--- src/rtl/omega_pkg.sv ---
package omega_pkg;
    localparam int AW = 3;
    localparam int NL = 1 << AW;
    localparam int DW = 8;

    typedef logic [AW-1:0] idx_t;
    typedef logic [DW-1:0] data_t;

    typedef struct packed {
        logic  active;
        logic  hold;
        logic  write;
        idx_t  src;
        idx_t  dest;
        data_t data;
    } line_t;

    function automatic idx_t shuffle(idx_t i);
        return {i[AW-2:0], i[AW-1]};
    endfunction
endpackage

--- src/rtl/omega_switch.sv ---
module omega_switch
    import omega_pkg::*;
#(
    parameter int BIT = 0
) (
    input  logic             clk,
    input  logic             rst,
    input  line_t [1:0]      in_line,
    output line_t [1:0]      out_line,
    input  logic  [1:0]      out_ok,
    output logic  [1:0]      in_ok,
    input  data_t [1:0]      out_ret,
    output data_t [1:0]      in_ret
);
    logic [1:0] lock_v, lock_sel;
    logic [1:0] lock_v_n, lock_sel_n;
    logic [1:0] conn, sel, busy;

    always_comb begin
        busy = '0;
        for (int o = 0; o < 2; o++)
            if (lock_v[o]) busy[lock_sel[o]] = 1'b1;
        for (int o = 0; o < 2; o++) begin
            conn[o] = 1'b0;
            sel[o]  = 1'b0;
            if (lock_v[o]) begin
                conn[o] = 1'b1;
                sel[o]  = lock_sel[o];
            end else if (in_line[0].active && !busy[0] && in_line[0].dest[BIT] == o[0]) begin
                conn[o] = 1'b1;
                sel[o]  = 1'b0;
            end else if (in_line[1].active && !busy[1] && in_line[1].dest[BIT] == o[0]) begin
                conn[o] = 1'b1;
                sel[o]  = 1'b1;
            end
            out_line[o] = conn[o] ? in_line[sel[o]] : '0;
        end
        in_ok  = '0;
        in_ret = '0;
        for (int o = 0; o < 2; o++)
            if (conn[o]) begin
                in_ok[sel[o]]  = out_ok[o];
                in_ret[sel[o]] = out_ret[o];
            end
        for (int o = 0; o < 2; o++) begin
            lock_v_n[o]   = conn[o] && out_line[o].active && out_line[o].hold && out_ok[o];
            lock_sel_n[o] = sel[o];
        end
    end

    always_ff @(posedge clk) begin
        if (rst) begin
            lock_v   <= '0;
            lock_sel <= '0;
        end else begin
            lock_v   <= lock_v_n;
            lock_sel <= lock_sel_n;
        end
    end

    // two locks in one element never share an input
    a_r7_locks_distinct: assert property (@(posedge clk) disable iff (rst)
        (lock_v == 2'b11) |-> (lock_sel[0] != lock_sel[1]));

    for (genvar o = 0; o < 2; o++) begin : g_chk
        // a lock whose carried line shows no hold is gone after the edge
        a_r8_release: assert property (@(posedge clk) disable iff (rst)
            (lock_v[o] && !out_line[o].hold) |=> !lock_v[o]);
        // no lock survives a reset edge
        a_r1_reset_clears: assert property (@(posedge clk)
            $past(rst) |-> !lock_v[o]);
    end
endmodule

--- src/rtl/omega_stage.sv ---
module omega_stage
    import omega_pkg::*;
#(
    parameter int LEVEL = 0
) (
    input  logic              clk,
    input  logic              rst,
    input  line_t [NL-1:0]    in_line,
    output line_t [NL-1:0]    out_line,
    input  logic  [NL-1:0]    out_ok,
    output logic  [NL-1:0]    in_ok,
    input  data_t [NL-1:0]    out_ret,
    output data_t [NL-1:0]    in_ret
);
    localparam int BIT = AW - 1 - LEVEL;

    line_t [NL-1:0] sw_in;
    logic  [NL-1:0] sw_ok;
    data_t [NL-1:0] sw_ret;

    always_comb begin
        for (int j = 0; j < NL; j++) begin
            sw_in[shuffle(idx_t'(j))] = in_line[j];
            in_ok[j]  = sw_ok[shuffle(idx_t'(j))];
            in_ret[j] = sw_ret[shuffle(idx_t'(j))];
        end
    end

    for (genvar k = 0; k < NL / 2; k++) begin : g_sw
        omega_switch #(.BIT(BIT)) u_sw (
            .clk     (clk),
            .rst     (rst),
            .in_line (sw_in[2*k+1:2*k]),
            .out_line(out_line[2*k+1:2*k]),
            .out_ok  (out_ok[2*k+1:2*k]),
            .in_ok   (sw_ok[2*k+1:2*k]),
            .out_ret (out_ret[2*k+1:2*k]),
            .in_ret  (sw_ret[2*k+1:2*k])
        );
    end
endmodule

--- src/rtl/omega_net.sv ---
module omega_net
    import omega_pkg::*;
(
    input  logic                  clk,
    input  logic                  rst,
    input  logic [NL-1:0]         src_req,
    input  logic [NL-1:0]         src_hold,
    input  logic [NL-1:0][AW-1:0] src_dest,
    input  logic [NL-1:0]         src_write,
    input  logic [NL-1:0][DW-1:0] src_wdata,
    output logic [NL-1:0]         src_grant,
    output logic [NL-1:0]         src_blocked,
    output logic [NL-1:0][DW-1:0] src_rdata,
    output logic [NL-1:0]         dst_valid,
    output logic [NL-1:0][AW-1:0] dst_src,
    output logic [NL-1:0]         dst_write,
    output logic [NL-1:0][DW-1:0] dst_wdata,
    input  logic [NL-1:0][DW-1:0] dst_rdata
);
    line_t [NL-1:0] lines [0:AW];
    logic  [NL-1:0] ok    [0:AW];
    data_t [NL-1:0] ret   [0:AW];

    always_comb begin
        for (int s = 0; s < NL; s++) begin
            lines[0][s].active = src_req[s];
            lines[0][s].hold   = src_hold[s];
            lines[0][s].write  = src_write[s];
            lines[0][s].src    = idx_t'(s);
            lines[0][s].dest   = src_dest[s];
            lines[0][s].data   = src_wdata[s];
        end
    end

    for (genvar g = 0; g < AW; g++) begin : g_lvl
        omega_stage #(.LEVEL(g)) u_stage (
            .clk     (clk),
            .rst     (rst),
            .in_line (lines[g]),
            .out_line(lines[g+1]),
            .out_ok  (ok[g+1]),
            .in_ok   (ok[g]),
            .out_ret (ret[g+1]),
            .in_ret  (ret[g])
        );
    end

    for (genvar d = 0; d < NL; d++) begin : g_dst
        assign ok[AW][d]    = lines[AW][d].active;
        assign ret[AW][d]   = dst_rdata[d];
        assign dst_valid[d] = lines[AW][d].active;
        assign dst_src[d]   = lines[AW][d].src;
        assign dst_write[d] = lines[AW][d].write;
        assign dst_wdata[d] = lines[AW][d].data;
    end

    for (genvar s = 0; s < NL; s++) begin : g_src
        assign src_grant[s]   = src_req[s] & ok[0][s];
        assign src_blocked[s] = src_req[s] & ~ok[0][s];
        assign src_rdata[s]   = src_grant[s] ? ret[0][s] : '0;

        // a fresh grant reaches the addressed target
        a_r2_route: assert property (@(posedge clk) disable iff (rst)
            (src_grant[s] && !$past(src_grant[s] && src_hold[s]))
            |-> (dst_valid[src_dest[s]] && dst_src[src_dest[s]] == idx_t'(s)));
        // a path granted with hold stays granted next cycle
        a_r6_held_granted: assert property (@(posedge clk) disable iff (rst)
            ($past(src_grant[s] && src_hold[s] && !rst) && src_req[s]) |-> src_grant[s]);
    end

    for (genvar d = 0; d < NL; d++) begin : g_dchk
        // every arrival belongs to a granted requester
        a_r5_arrival_granted: assert property (@(posedge clk) disable iff (rst)
            dst_valid[d] |-> src_grant[dst_src[d]]);
    end
endmodule

--- config.mk ---
export PLATFORM = sky130hd
export DESIGN_NAME = omega_net
export DESIGN_NICKNAME = d
export VERILOG_FILES = /design/src/rtl/omega_pkg.sv /design/src/rtl/omega_switch.sv /design/src/rtl/omega_stage.sv /design/src/rtl/omega_net.sv
export SDC_FILE = /design/constraint.sdc
export NUM_CORES = 1
export LEC_CHECK = 0
export CORE_ASPECT_RATIO = 0.9
export CORE_UTILIZATION = 35
export CTS_CLUSTER_SIZE = 30
export DETAILED_ROUTE_END_ITERATION = 16
export DONT_BUFFER_PORTS = 1
export GPL_TIMING_DRIVEN = 0
export PLACE_DENSITY = 0.59
export RECOVER_POWER = 50
export SKIP_LAST_GASP = 1
export SYNTH_ARGS = -nofsm -noshare
export SYNTH_HDL_FRONTEND = slang
export SYNTH_HIERARCHICAL = 1
export SYNTH_SLANG_ARGS = --single-unit
export TNS_END_PERCENT = 100
--- constraint.sdc ---
create_clock -name clk -period 16.4 [get_ports clk]
set_input_delay 3.28 -clock clk [delete_from_list [all_inputs] [get_ports clk]]
set_output_delay 3.28 -clock clk [all_outputs]
set_load 0.02 [all_outputs]
After elaboration in Yosys (flattened, before gate mapping)
Index checks and enable logic that the tools add are counted.

Input bits: 178. Register bits after elaboration: 48. Logic and storage cells: 860. Output and inout port bits: 184.

Reductions and logical operators: 216. Multiplexer cells: 440. Bitwise gates (word level): 84. Order comparisons: 96.

Operators by type and width (number): 2-to-1 mux 17 bit (72); 2-to-1 mux 16 bit (24); 2-to-1 mux 8 bit (32); bitwise AND 16 bit (12); bitwise mux 16 bit (12); demux 8 bit (select 1 bit) (24); logical AND 1 bit (192); 2-to-1 mux 1 bit (168); less-than comparator 1 x 2 -> 1 bit (second input constant) (48); 2-to-1 mux 2 bit (48); demux 1 bit (select 1 bit) (48); >= comparator 1 bit (second input constant) (48); inverter 1 bit (32); bitwise AND 2 bit (12); bitwise mux 2 bit (12); zero test 1 bit (24); bitwise OR 2 bit (12); bitwise AND 1 bit (16).

Depth between registers and ports, before layout
Gate-level depths: netlist of the first run.

Depth in word-level cells: 47. Mapped depth: 23.

Cells and area by module
Netlist of the first run, hierarchy kept.

Modules (own cells, without submodules): omega_switch (times used 12, cells an instance 113, area an instance 932.1 µm², sequential area each 80.1 µm²); omega_net (times used 1, cells an instance 82, area an instance 518.0 µm², sequential area each 0.0 µm²).

Least setup slack after synthesis of the first run
OpenSTA, ideal clock, no wires.

Kind: input port to output port. Start point: input src_req[2]. End point: output src_rdata[48] (netlist bit). Path slack: 5.420 ns. Path buffers: 6. Data arrival time: 7.700 ns. Stages on the path: 23. Cell sequence: nor2b_2 > a2111oi_4 > or2_1 > buf_4 > buf_6 > a32o_1 > a21o_1 > a2111oi_4 > or2_1 > buf_4 > buf_6 > a32o_1 > nand2_1 > o31ai_2 > buf_4 > buf_2 > a22o_1 > a22o_1 > nand3_1 > o2bb2ai_1 > nand3_1 > o2bb2ai_1 > and3_1.

RTL lines: start, declared (line omega_net.sv:6) `input logic [NL-1:0] src_req,`; end, declared (line omega_net.sv:13) `output logic [NL-1:0][DW-1:0] src_rdata,`.

==> results of run 1 <==
==> cell type report <==
type / instances / area [sq um] / area share [%]
well taps: 409 / 511.7 / 4.385
plain buffers: 132 / 644.4 / 5.522
clock buffers: 5 / 125.1 / 1.072
multi-input cells: 1212 / 9278 / 79.50
flip-flops and latches: 48 / 960.9 / 8.234
inverters: 24 / 90.09 / 0.7720
clock inverters: 2 / 60.06 / 0.5146
==> worst paths after layout <==
| kind | startpoint | end | slack (ps) | cells past startpoint |
|---|---|---|---|---|
| max reg2reg | g_lvl[0].u_stage/g_sw[0].u_sw/lock_v[0] | g_lvl[0].u_stage/g_sw[2].u_sw/lock_v[1] | 9490 | 19 |
| min | g_lvl[2].u_stage/g_sw[1].u_sw/lock_v[0] | g_lvl[2].u_stage/g_sw[1].u_sw/lock_v[0] | 700 | 2 |
| max | src_req[0] | src_rdata[21] | 3130 | 19 |
| min reg2reg | g_lvl[2].u_stage/g_sw[1].u_sw/lock_v[0] | g_lvl[2].u_stage/g_sw[1].u_sw/lock_v[0] | 700 | 2 |
==> stage by stage <==
stage	hold WS (ps)	total power, mW	cells	util, %
2_1_floorplan	691.4	0.3111	1416	-
3_3_place_gp	738.0	0.3806	1825	38.03
3_5_place_dp	743.2	0.3821	1825	38.03
4_1_cts	754.4	0.5248	1832	38.62
5_1_grt	733.2	0.5409	1832	37.57
6_report	701.9	0.5224	1832	37.57
==> power groups by stage <==
stage / clock (mW) / combinational, mW / sequential (mW)
CTS: 0.144 / 0.258 / 0.122
finish: 0.140 / 0.260 / 0.122
floorplan: 0 / 0.187 / 0.124
detailed placement: 0 / 0.257 / 0.125
global route: 0.148 / 0.271 / 0.123
global placement: 0 / 0.256 / 0.125
==> worst max-delay path, stage by stage <==
cell and delay (ps):
nand2_1 70, o31ai_1 460, clkbuf_1 380, clkbuf_1 420, a22o_1 350, nor2b_1 320, a21o_1 360, clkbuf_1 380
a32o_1 280, nand2_1 110, o31ai_1 470, clkbuf_1 500, clkbuf_1 440, a22o_1 480, a22o_1 320, nand3_1 90
o2bb2ai_1 510, a22o_1 410, and3_1 340
==> state kept, by name (all words and copies together), names as in the netlist <==
register / count
g_lvl.u_stage/g_sw.u_sw/lock_sel: 24
g_lvl.u_stage/g_sw.u_sw/lock_v: 24
==> cells in the final DEF (no fill, tap or decap), types with 9 or more instances in the layout <==
cell type,instances
clkbuf_1,74
nor2b_1,32
a2111oi_0,9
a21o_1,36
nand2b_1,24
or2_1,10
nand3_1,120
and4b_1,12
and3_1,64
a21oi_1,48
conb_1,48
o211ai_1,12
buf_4,13
inv_1,24
buf_2,38
a22o_1,284
a21boi_0,12
nand2_1,57
nor2b_2,12
nor3b_4,12
a32o_1,156
dfxtp_1,48
o21a_1,12
nand2_2,11
and2_1,24
mux2i_1,12
o21ai_1,11
nor2_1,36
o2bb2ai_1,108
==> routing by layer <==
metal	wire, um	share of wire [%]
met5	13	0.022
met4	2369	3.9
met3	7187	12
met2	25940	43
met1	24530	41
==> flow_metrics.env, run 1 <==
export IMPL_outcome="finished, final reports clean"
export IMPL_cp_end_kind="output port"
export IMPL_dieArea_sq_um=32510
export IMPL_first_iter_violations=1574
export IMPL_cts_hold_buf=0
export IMPL_grt_use_met2_pct=54.00
export IMPL_grt_busiest_layer="met2"
export IMPL_min_period_ps=13270
export IMPL_place_area_sq_um=11810
export IMPL_insertion_delay_ps=310
export IMPL_cp_arrival_ps=9990
export IMPL_critPathKind="primary input to output port"
export IMPL_grt_max_degree=49
export IMPL_peakVddDrop_v=0.00003642
export IMPL_ant_nets=0
export IMPL_core_area_sq_um=31060
export IMPL_drc_errors=0
export IMPL_num_nets_final=1601
export IMPL_antenna_found_initial=1
export IMPL_switching_share_pct=44.49
export IMPL_fp_row_count=61
export IMPL_drt_pass1_iter_count=5
export IMPL_drt_wirelength_per_cell_um=32.77
export IMPL_post_cts_setup_buffers=0
export IMPL_synth_avg_cell_area_sq_um=8.123
export IMPL_p_per_area_nw_per_um2=44.77
export IMPL_cap_violations=0
export IMPL_die_w_um=190.0
export IMPL_final_area_sq_um=11670
export IMPL_rsz0062_at_grt="false"
export IMPL_fin_crit_sh_pct=80.89
export IMPL_clockBufferDepth=2
export IMPL_relSlewSlack_pct=39.21
export IMPL_p_clk_share_pct=26.9
export IMPL_syn_inst=1370
export IMPL_place_ws_ps=4378
export IMPL_slew_viol_final=0
export IMPL_cts_resized=0
export IMPL_grt_usage_pct=34.89
export IMPL_hold_path_class="flip-flop to flip-flop"
export IMPL_max_freq_mhz=75.38
export IMPL_hpwl_um=50110
export IMPL_antenna_cells=0
export IMPL_synth_warnings=6
export IMPL_via_per_inst=7.344
export IMPL_leakage_nw=4.301
export IMPL_required_ps=13120
export IMPL_switchingPower_uw=232.4
export IMPL_synth_area_sq_um=11130
export IMPL_io_pins=362
export IMPL_cp_start_kind="primary input"
export IMPL_fp_dieH_um=171.2
export IMPL_finalClockSkew_ps=11.13
export IMPL_hold_violations=0
export IMPL_cts_tree="done"
export IMPL_clock_sinks=48
export IMPL_final_layout_size_suffix_gt1_share_pct=9.276
export IMPL_wl_um=60040
export IMPL_setup_ws_ps=3134
export IMPL_grt_ovfl_total=0
export IMPL_area_growth_pct=4.868
export IMPL_clk_pin_slew_ps=80
export IMPL_nFillCells=3304
export IMPL_use_met1_pct=44.58
export IMPL_start_util_pct=35.82
export IMPL_vias=13450
export IMPL_grt_pass1_wl_um=83280
export IMPL_grt_pass1_vias=11990
export IMPL_internal_power_uw=290.0
export IMPL_gr_usage_met3_pct=11.71
export IMPL_cts_root_buffer="clkbuf_16"
export IMPL_place_congestion=1.052
export IMPL_p_seq_share_pct=23.4
export IMPL_io_buffers=0
export IMPL_numCtsBuffers=5
export IMPL_pwr_share_comb_pct=49.7
export IMPL_setup_tns_ps=0
export IMPL_worstPathMaxFanout=16
export IMPL_worst_pin_slew_ps=888.8
export IMPL_finalSetupViolations=0
export IMPL_h_tree_depth=2
(Power assumes the default switching activity.)
==> run 2, diff against run 1 <==
==> constraint.sdc (replaced) <==
create_clock -name clk -period 12.7 [get_ports clk]
set_input_delay 2.54 -clock clk [delete_from_list [all_inputs] [get_ports clk]]
set_output_delay 2.54 -clock clk [all_outputs]
set_load 0.02 [all_outputs]
==> flow_metrics.env, run 2 (same netlist as run 1, synthesis figures left out) <==
export IMPL_min_period_ps=11550
export IMPL_regToRegStartpoint="g_lvl[0].u_stage/g_sw[0].u_sw/lock_v[0]"
export IMPL_ant_nets=0
export IMPL_post_cts_setup_buffers=0
export IMPL_rsz0062_at_grt="false"
export IMPL_layout_commonest_cell="a22o_1"
export IMPL_cp_num_buf_inv=5
export IMPL_cap_violations=0
export IMPL_reg2regPathDepth=19
export IMPL_cp_arrival_ps=9010
export IMPL_fin_crit_sh_pct=90.92
export IMPL_cts_hold_buf=0
export IMPL_vias=13420
export IMPL_fp_row_count=61
export IMPL_multi_input_area_sq_um=9278
export IMPL_grt_ovfl_total=0
export IMPL_cts_resized=0
export IMPL_drt_pass1_iter_count=6
export IMPL_cts_tree="done"
export IMPL_min_to="g_lvl[2].u_stage/g_sw[0].u_sw/lock_v[0]"
export IMPL_crit_chain="nand2_1, o31ai_1, clkbuf_1, clkbuf_1, a22o_1, nor2b_1, a21o_1, clkbuf_1, a32o_1, nand2_1, o31ai_1, buf_4, clkbuf_1, a22o_1, a22o_1, nand3_1, o2bb2ai_1, a22o_1, and3_1"
export IMPL_die_w_um=190.0
export IMPL_r2r_slack_ps=6040
export IMPL_slew_viol_final=0
export IMPL_grt_pass1_wl_um=83280
export IMPL_min_from="g_lvl[2].u_stage/g_sw[0].u_sw/lock_v[0]"
export IMPL_area_growth_pct=5.059
export IMPL_cp_end_kind="output port"
export IMPL_nFillCells=3299
export IMPL_layout_common_cells="a22o_1 (284), a32o_1 (156), nand3_1 (120)"
export IMPL_required_ps=10160
export IMPL_grt_max_degree=49
export IMPL_outcome="finished, final reports clean"
export IMPL_clockBufferDepth=2
export IMPL_hold_path_class="flip-flop to flip-flop"
export IMPL_peakVddDrop_v=0.00004803
export IMPL_fp_dieH_um=171.2
export IMPL_wl_um=59890
export IMPL_cp_slowest_cell="o2bb2ai_1"
export IMPL_max_freq_mhz=86.60
export IMPL_critPathKind="primary input to output port"
export IMPL_core_area_sq_um=31060
export IMPL_clk_pin_slew_ps=80
export IMPL_final_layout_size_suffix_gt1_share_pct=9.698
export IMPL_holdPathStages=2
export IMPL_max_stage_delay_ps=520
export IMPL_via_per_inst=7.325
export IMPL_io_pins=362
export IMPL_num_nets_final=1601
export IMPL_io_buffers=0
export IMPL_hpwl_um=50110
export IMPL_finalClockSkew_ps=12.21
export IMPL_dieArea_sq_um=32510
export IMPL_finalSetupViolations=0
export IMPL_grt_usage_pct=34.89
export IMPL_clock_sinks=48
export IMPL_worst_pin_slew_ps=886.4
export IMPL_path_delay_family="compound AO/OA/AOI/OAI gates"
export IMPL_place_congestion=1.052
export IMPL_final_util_pct=37.64
export IMPL_grt_pass1_vias=11990
export IMPL_antenna_cells=0
export IMPL_cp_start_kind="primary input"
export IMPL_drt_wirelength_per_cell_um=32.69
export IMPL_antenna_found_initial=1
export IMPL_p_per_area_nw_per_um2=57.79
export IMPL_leakage_nw=4.327
export IMPL_final_seq_area_sq_um=960.9
export IMPL_h_tree_depth=2
export IMPL_start_util_pct=35.82
export IMPL_setup_tns_ps=0
export IMPL_worstPathMaxFanout=16
export IMPL_drc_errors=0
export IMPL_r2r_end="g_lvl[0].u_stage/g_sw[2].u_sw/lock_v[1]"
export IMPL_reg_top3="g_lvl.u_stage/g_sw.u_sw/lock_sel x24, g_lvl.u_stage/g_sw.u_sw/lock_v x24"
export IMPL_numCtsBuffers=5
export IMPL_hold_violations=0
export IMPL_insertion_delay_ps=310
export IMPL_cts_root_buffer="clkbuf_16"
export IMPL_first_iter_violations=1531
export IMPL_relSlewSlack_pct=39.38
[run 2: layer usage]
metal  global-route usage [%]  part of all wire [%]  vias to the layer above
li1                         -                     -                     5823
met1                    44.58                    41                     6628
met2                    54.00                    43                      832
met3                    11.71                    12                      135
met4                    12.73                   3.9                        2
met5                        0                 0.022                        -
[run 2: final cells by class]
type                       count  share of cell area [%]
buffer                       132                   5.693
multi-input combinational   1212                   79.36
tap                          409                   4.377
clock inverter                 2                  0.5137
sequential                    48                   8.219
inverter                      24                  0.7705
clock buffer                   5                   1.070
[run 2: power by group]
part	switching (mW)	internal, mW
registers	0.00436	0.154
clock network	0.0699	0.112
logic	0.226	0.110
[run 2: through the flow]
stage | hold WS, ps | total power [mW] | setup WS [ps] | cell area, sq um | instances
after floorplan | 691.4 | 0.4018 | 3279 | 11300 | 1416
after global placement | 738.0 | 0.4915 | 2168 | 11810 | 1825
after global routing | 733.2 | 0.6994 | 877.7 | 11690 | 1832
after detailed placement | 743.2 | 0.4934 | 2158 | 11810 | 1825
after CTS | 754.4 | 0.6777 | 2131 | 12000 | 1832
final | 702.3 | 0.6757 | 1153 | 11690 | 1832
[run 2: how the worst max path moves through the flow]
stage | from | end | slack (ps) | depth (start not counted)
final | src_req[0] | src_rdata[21] | 1150 | 19
after global routing | src_req[0] | src_rdata[21] | 880 | 19
after CTS | src_req[0] | src_rdata[46] | 2130 | 21
after detailed placement | src_req[0] | src_rdata[46] | 2160 | 21
after global placement | src_req[0] | src_rdata[45] | 2170 | 21
after floorplan | src_req[2] | src_rdata[48] | 3280 | 23
[run 2: worst min-delay path: stages (launching register included)]
cell and delay, ps:
dfxtp_1 420, and2_1 190, a2111oi_2 50
==> run 3, diff against run 2 <==
--- a/config.mk
+++ b/config.mk
@@ -5,6 +5,7 @@
 export SDC_FILE = /design/constraint.sdc
 export NUM_CORES = 1
 export LEC_CHECK = 0
+export ABC_AREA = 1
 export CORE_ASPECT_RATIO = 0.9
 export CORE_UTILIZATION = 35
 export CTS_CLUSTER_SIZE = 30
==> flow_metrics.env, run 3 <==
export IMPL_cap_violations=0
export IMPL_wl_um=59890
export IMPL_reg_top3="g_lvl.u_stage/g_sw.u_sw/lock_sel x24, g_lvl.u_stage/g_sw.u_sw/lock_v x24"
export IMPL_h_tree_depth=2
export IMPL_peakVddDrop_v=0.00004695
export IMPL_io_pins=362
export IMPL_critPathKind="primary input to output port"
export IMPL_syn_inst=2374
export IMPL_finalPower_uw=625.5
export IMPL_synth_area_sq_um=12050
export IMPL_p_seq_share_pct=24.7
export IMPL_crit_top_cell="nor2_1"
export IMPL_place_area_sq_um=12800
export IMPL_dieArea_sq_um=35190
export IMPL_antenna_found_initial=3
export IMPL_worstPathMaxFanout=9
export IMPL_setup_ws_ps=1706
export IMPL_p_clk_share_pct=27.7
export IMPL_num_nets_final=2605
export IMPL_core_area_sq_um=33950
export IMPL_cp_end_kind="output port"
export IMPL_ant_nets=0
export IMPL_pwr_share_comb_pct=47.7
export IMPL_cts_root_buffer="clkbuf_16"
export IMPL_p_per_area_nw_per_um2=48.91
export IMPL_drt_wirelength_per_cell_um=20.71
export IMPL_cts_hold_buf=0
export IMPL_slew_viol_final=0
export IMPL_max_stage_delay_ps=440
export IMPL_via_per_inst=5.411
export IMPL_grt_pass1_vias=13840
export IMPL_cts_tree="done"
export IMPL_nFillCells=4037
export IMPL_clk_pin_slew_ps=80
export IMPL_finalSetupViolations=0
export IMPL_cp_arrival_ps=8450
export IMPL_cp_slowest_cell="clkbuf_1"
export IMPL_synth_avg_cell_area_sq_um=5.078
export IMPL_layout_commonest_cell="nand2_1"
export IMPL_switching_share_pct=46.91
export IMPL_r2r_slack_ps=6750
export IMPL_hpwl_um=51130
export IMPL_cts_resized=0
export IMPL_outcome="finished, final reports clean"
export IMPL_internal_power_uw=332.1
export IMPL_hold_path_class="flip-flop to flip-flop"
export IMPL_insertion_delay_ps=310
export IMPL_grt_ovfl_total=0
export IMPL_worst_pin_slew_ps=637.1
export IMPL_final_area_sq_um=12790
export IMPL_required_ps=10160
export IMPL_fin_crit_sh_pct=86.57
export IMPL_place_congestion=0.9775
export IMPL_rsz0062_at_grt="false"
export IMPL_switchingPower_uw=293.4
export IMPL_grt_max_degree=49
export IMPL_post_cts_setup_buffers=0
export IMPL_layout_common_cells="nand2_1 (570), nor2_1 (478), inv_1 (348)"
export IMPL_grt_usage_pct=33.06
export IMPL_drc_errors=0
export IMPL_max_freq_mhz=90.96
export IMPL_relSlewSlack_pct=57.37
export IMPL_fp_row_count=64
export IMPL_final_layout_size_suffix_gt1_share_pct=10.96
export IMPL_cp_start_kind="primary input"
export IMPL_place_ws_ps=2795
export IMPL_min_period_ps=10990
export IMPL_grt_pass1_wl_um=86930
export IMPL_area_growth_pct=6.093
export IMPL_die_w_um=197.6
export IMPL_finalClockSkew_ps=10.76
export IMPL_io_buffers=0
export IMPL_first_iter_violations=1429
export IMPL_clockBufferDepth=2
export IMPL_numCtsBuffers=5
export IMPL_clock_sinks=48
export IMPL_hold_violations=0
export IMPL_cp_num_buf_inv=9
export IMPL_drt_pass1_iter_count=6
export IMPL_path_delay_family="simple AND/OR/NAND/NOR gates"
export IMPL_setup_tns_ps=0
export IMPL_leakage_nw=6.128
export IMPL_synth_warnings=6
export IMPL_vias=15650
export IMPL_start_util_pct=35.50
export IMPL_fp_dieH_um=178.1
run 3: metrics by stage:
step | utilization, % | cells | hold WS (ps)
6_report | 37.67 | 2892 | 673.4
2_1_floorplan | - | 2420 | 645.2
3_3_place_gp | 37.71 | 2882 | 691.4
5_1_grt | 37.67 | 2892 | 726.1
3_5_place_dp | 37.71 | 2882 | 690.5
4_1_cts | 38.24 | 2890 | 707.2
run 3: area by class of cell:
class | instances | area, sq um | share of cell area, %
Multi-Input combinational cell | 1884 | 8874 | 69.39
Inverter | 380 | 1491 | 11.66
Sequential cell | 48 | 960.9 | 7.514
Buffer | 108 | 701.9 | 5.489
Tap cell | 462 | 578.1 | 4.520
Clock buffer | 6 | 138.9 | 1.086
Clock inverter | 2 | 38.79 | 0.3033
Antenna cell | 2 | 5.005 | 0.03914
run 3: layer usage:
metal  wire [um]  GRT usage [%]  part of all wire [%]  up-vias
met1       25750          44.01                    43     7141
met5          13              0                 0.022        -
met4        2327          11.18                   3.9        2
met2       25840          51.98                    43      775
met3        5962          7.884                    10      107
li1            -              -                     -     7623
run 3: tightest hold or removal path, delay by kind of cell (launching register included):
| kind | cells | cell delay, ps |
|---|---|---|
| AND/OR/NAND/NOR | 4 | 310 |
| flip-flops | 1 | 330 |
run 3: worst paths after layout:
path	start	endpoint	depth (start not counted)
worst max-delay path	src_dest[8]	src_rdata[31]	33
worst min-delay path	g_lvl[2].u_stage/g_sw[1].u_sw/lock_sel[0]	g_lvl[2].u_stage/g_sw[1].u_sw/lock_v[0]	4
worst max register to register	g_lvl[0].u_stage/g_sw[2].u_sw/lock_v[1]	g_lvl[0].u_stage/g_sw[3].u_sw/lock_v[0]	32
worst min register to register	g_lvl[2].u_stage/g_sw[1].u_sw/lock_sel[0]	g_lvl[2].u_stage/g_sw[1].u_sw/lock_v[0]	4
run 3: power groups by stage:
stage / Clock [mW] / Combinational, mW / Sequential [mW]
CTS: 0.177 / 0.296 / 0.154
global route: 0.182 / 0.323 / 0.155
finish: 0.173 / 0.298 / 0.154
global placement: 0 / 0.292 / 0.158
floorplan: 0 / 0.215 / 0.157
detailed placement: 0 / 0.296 / 0.158
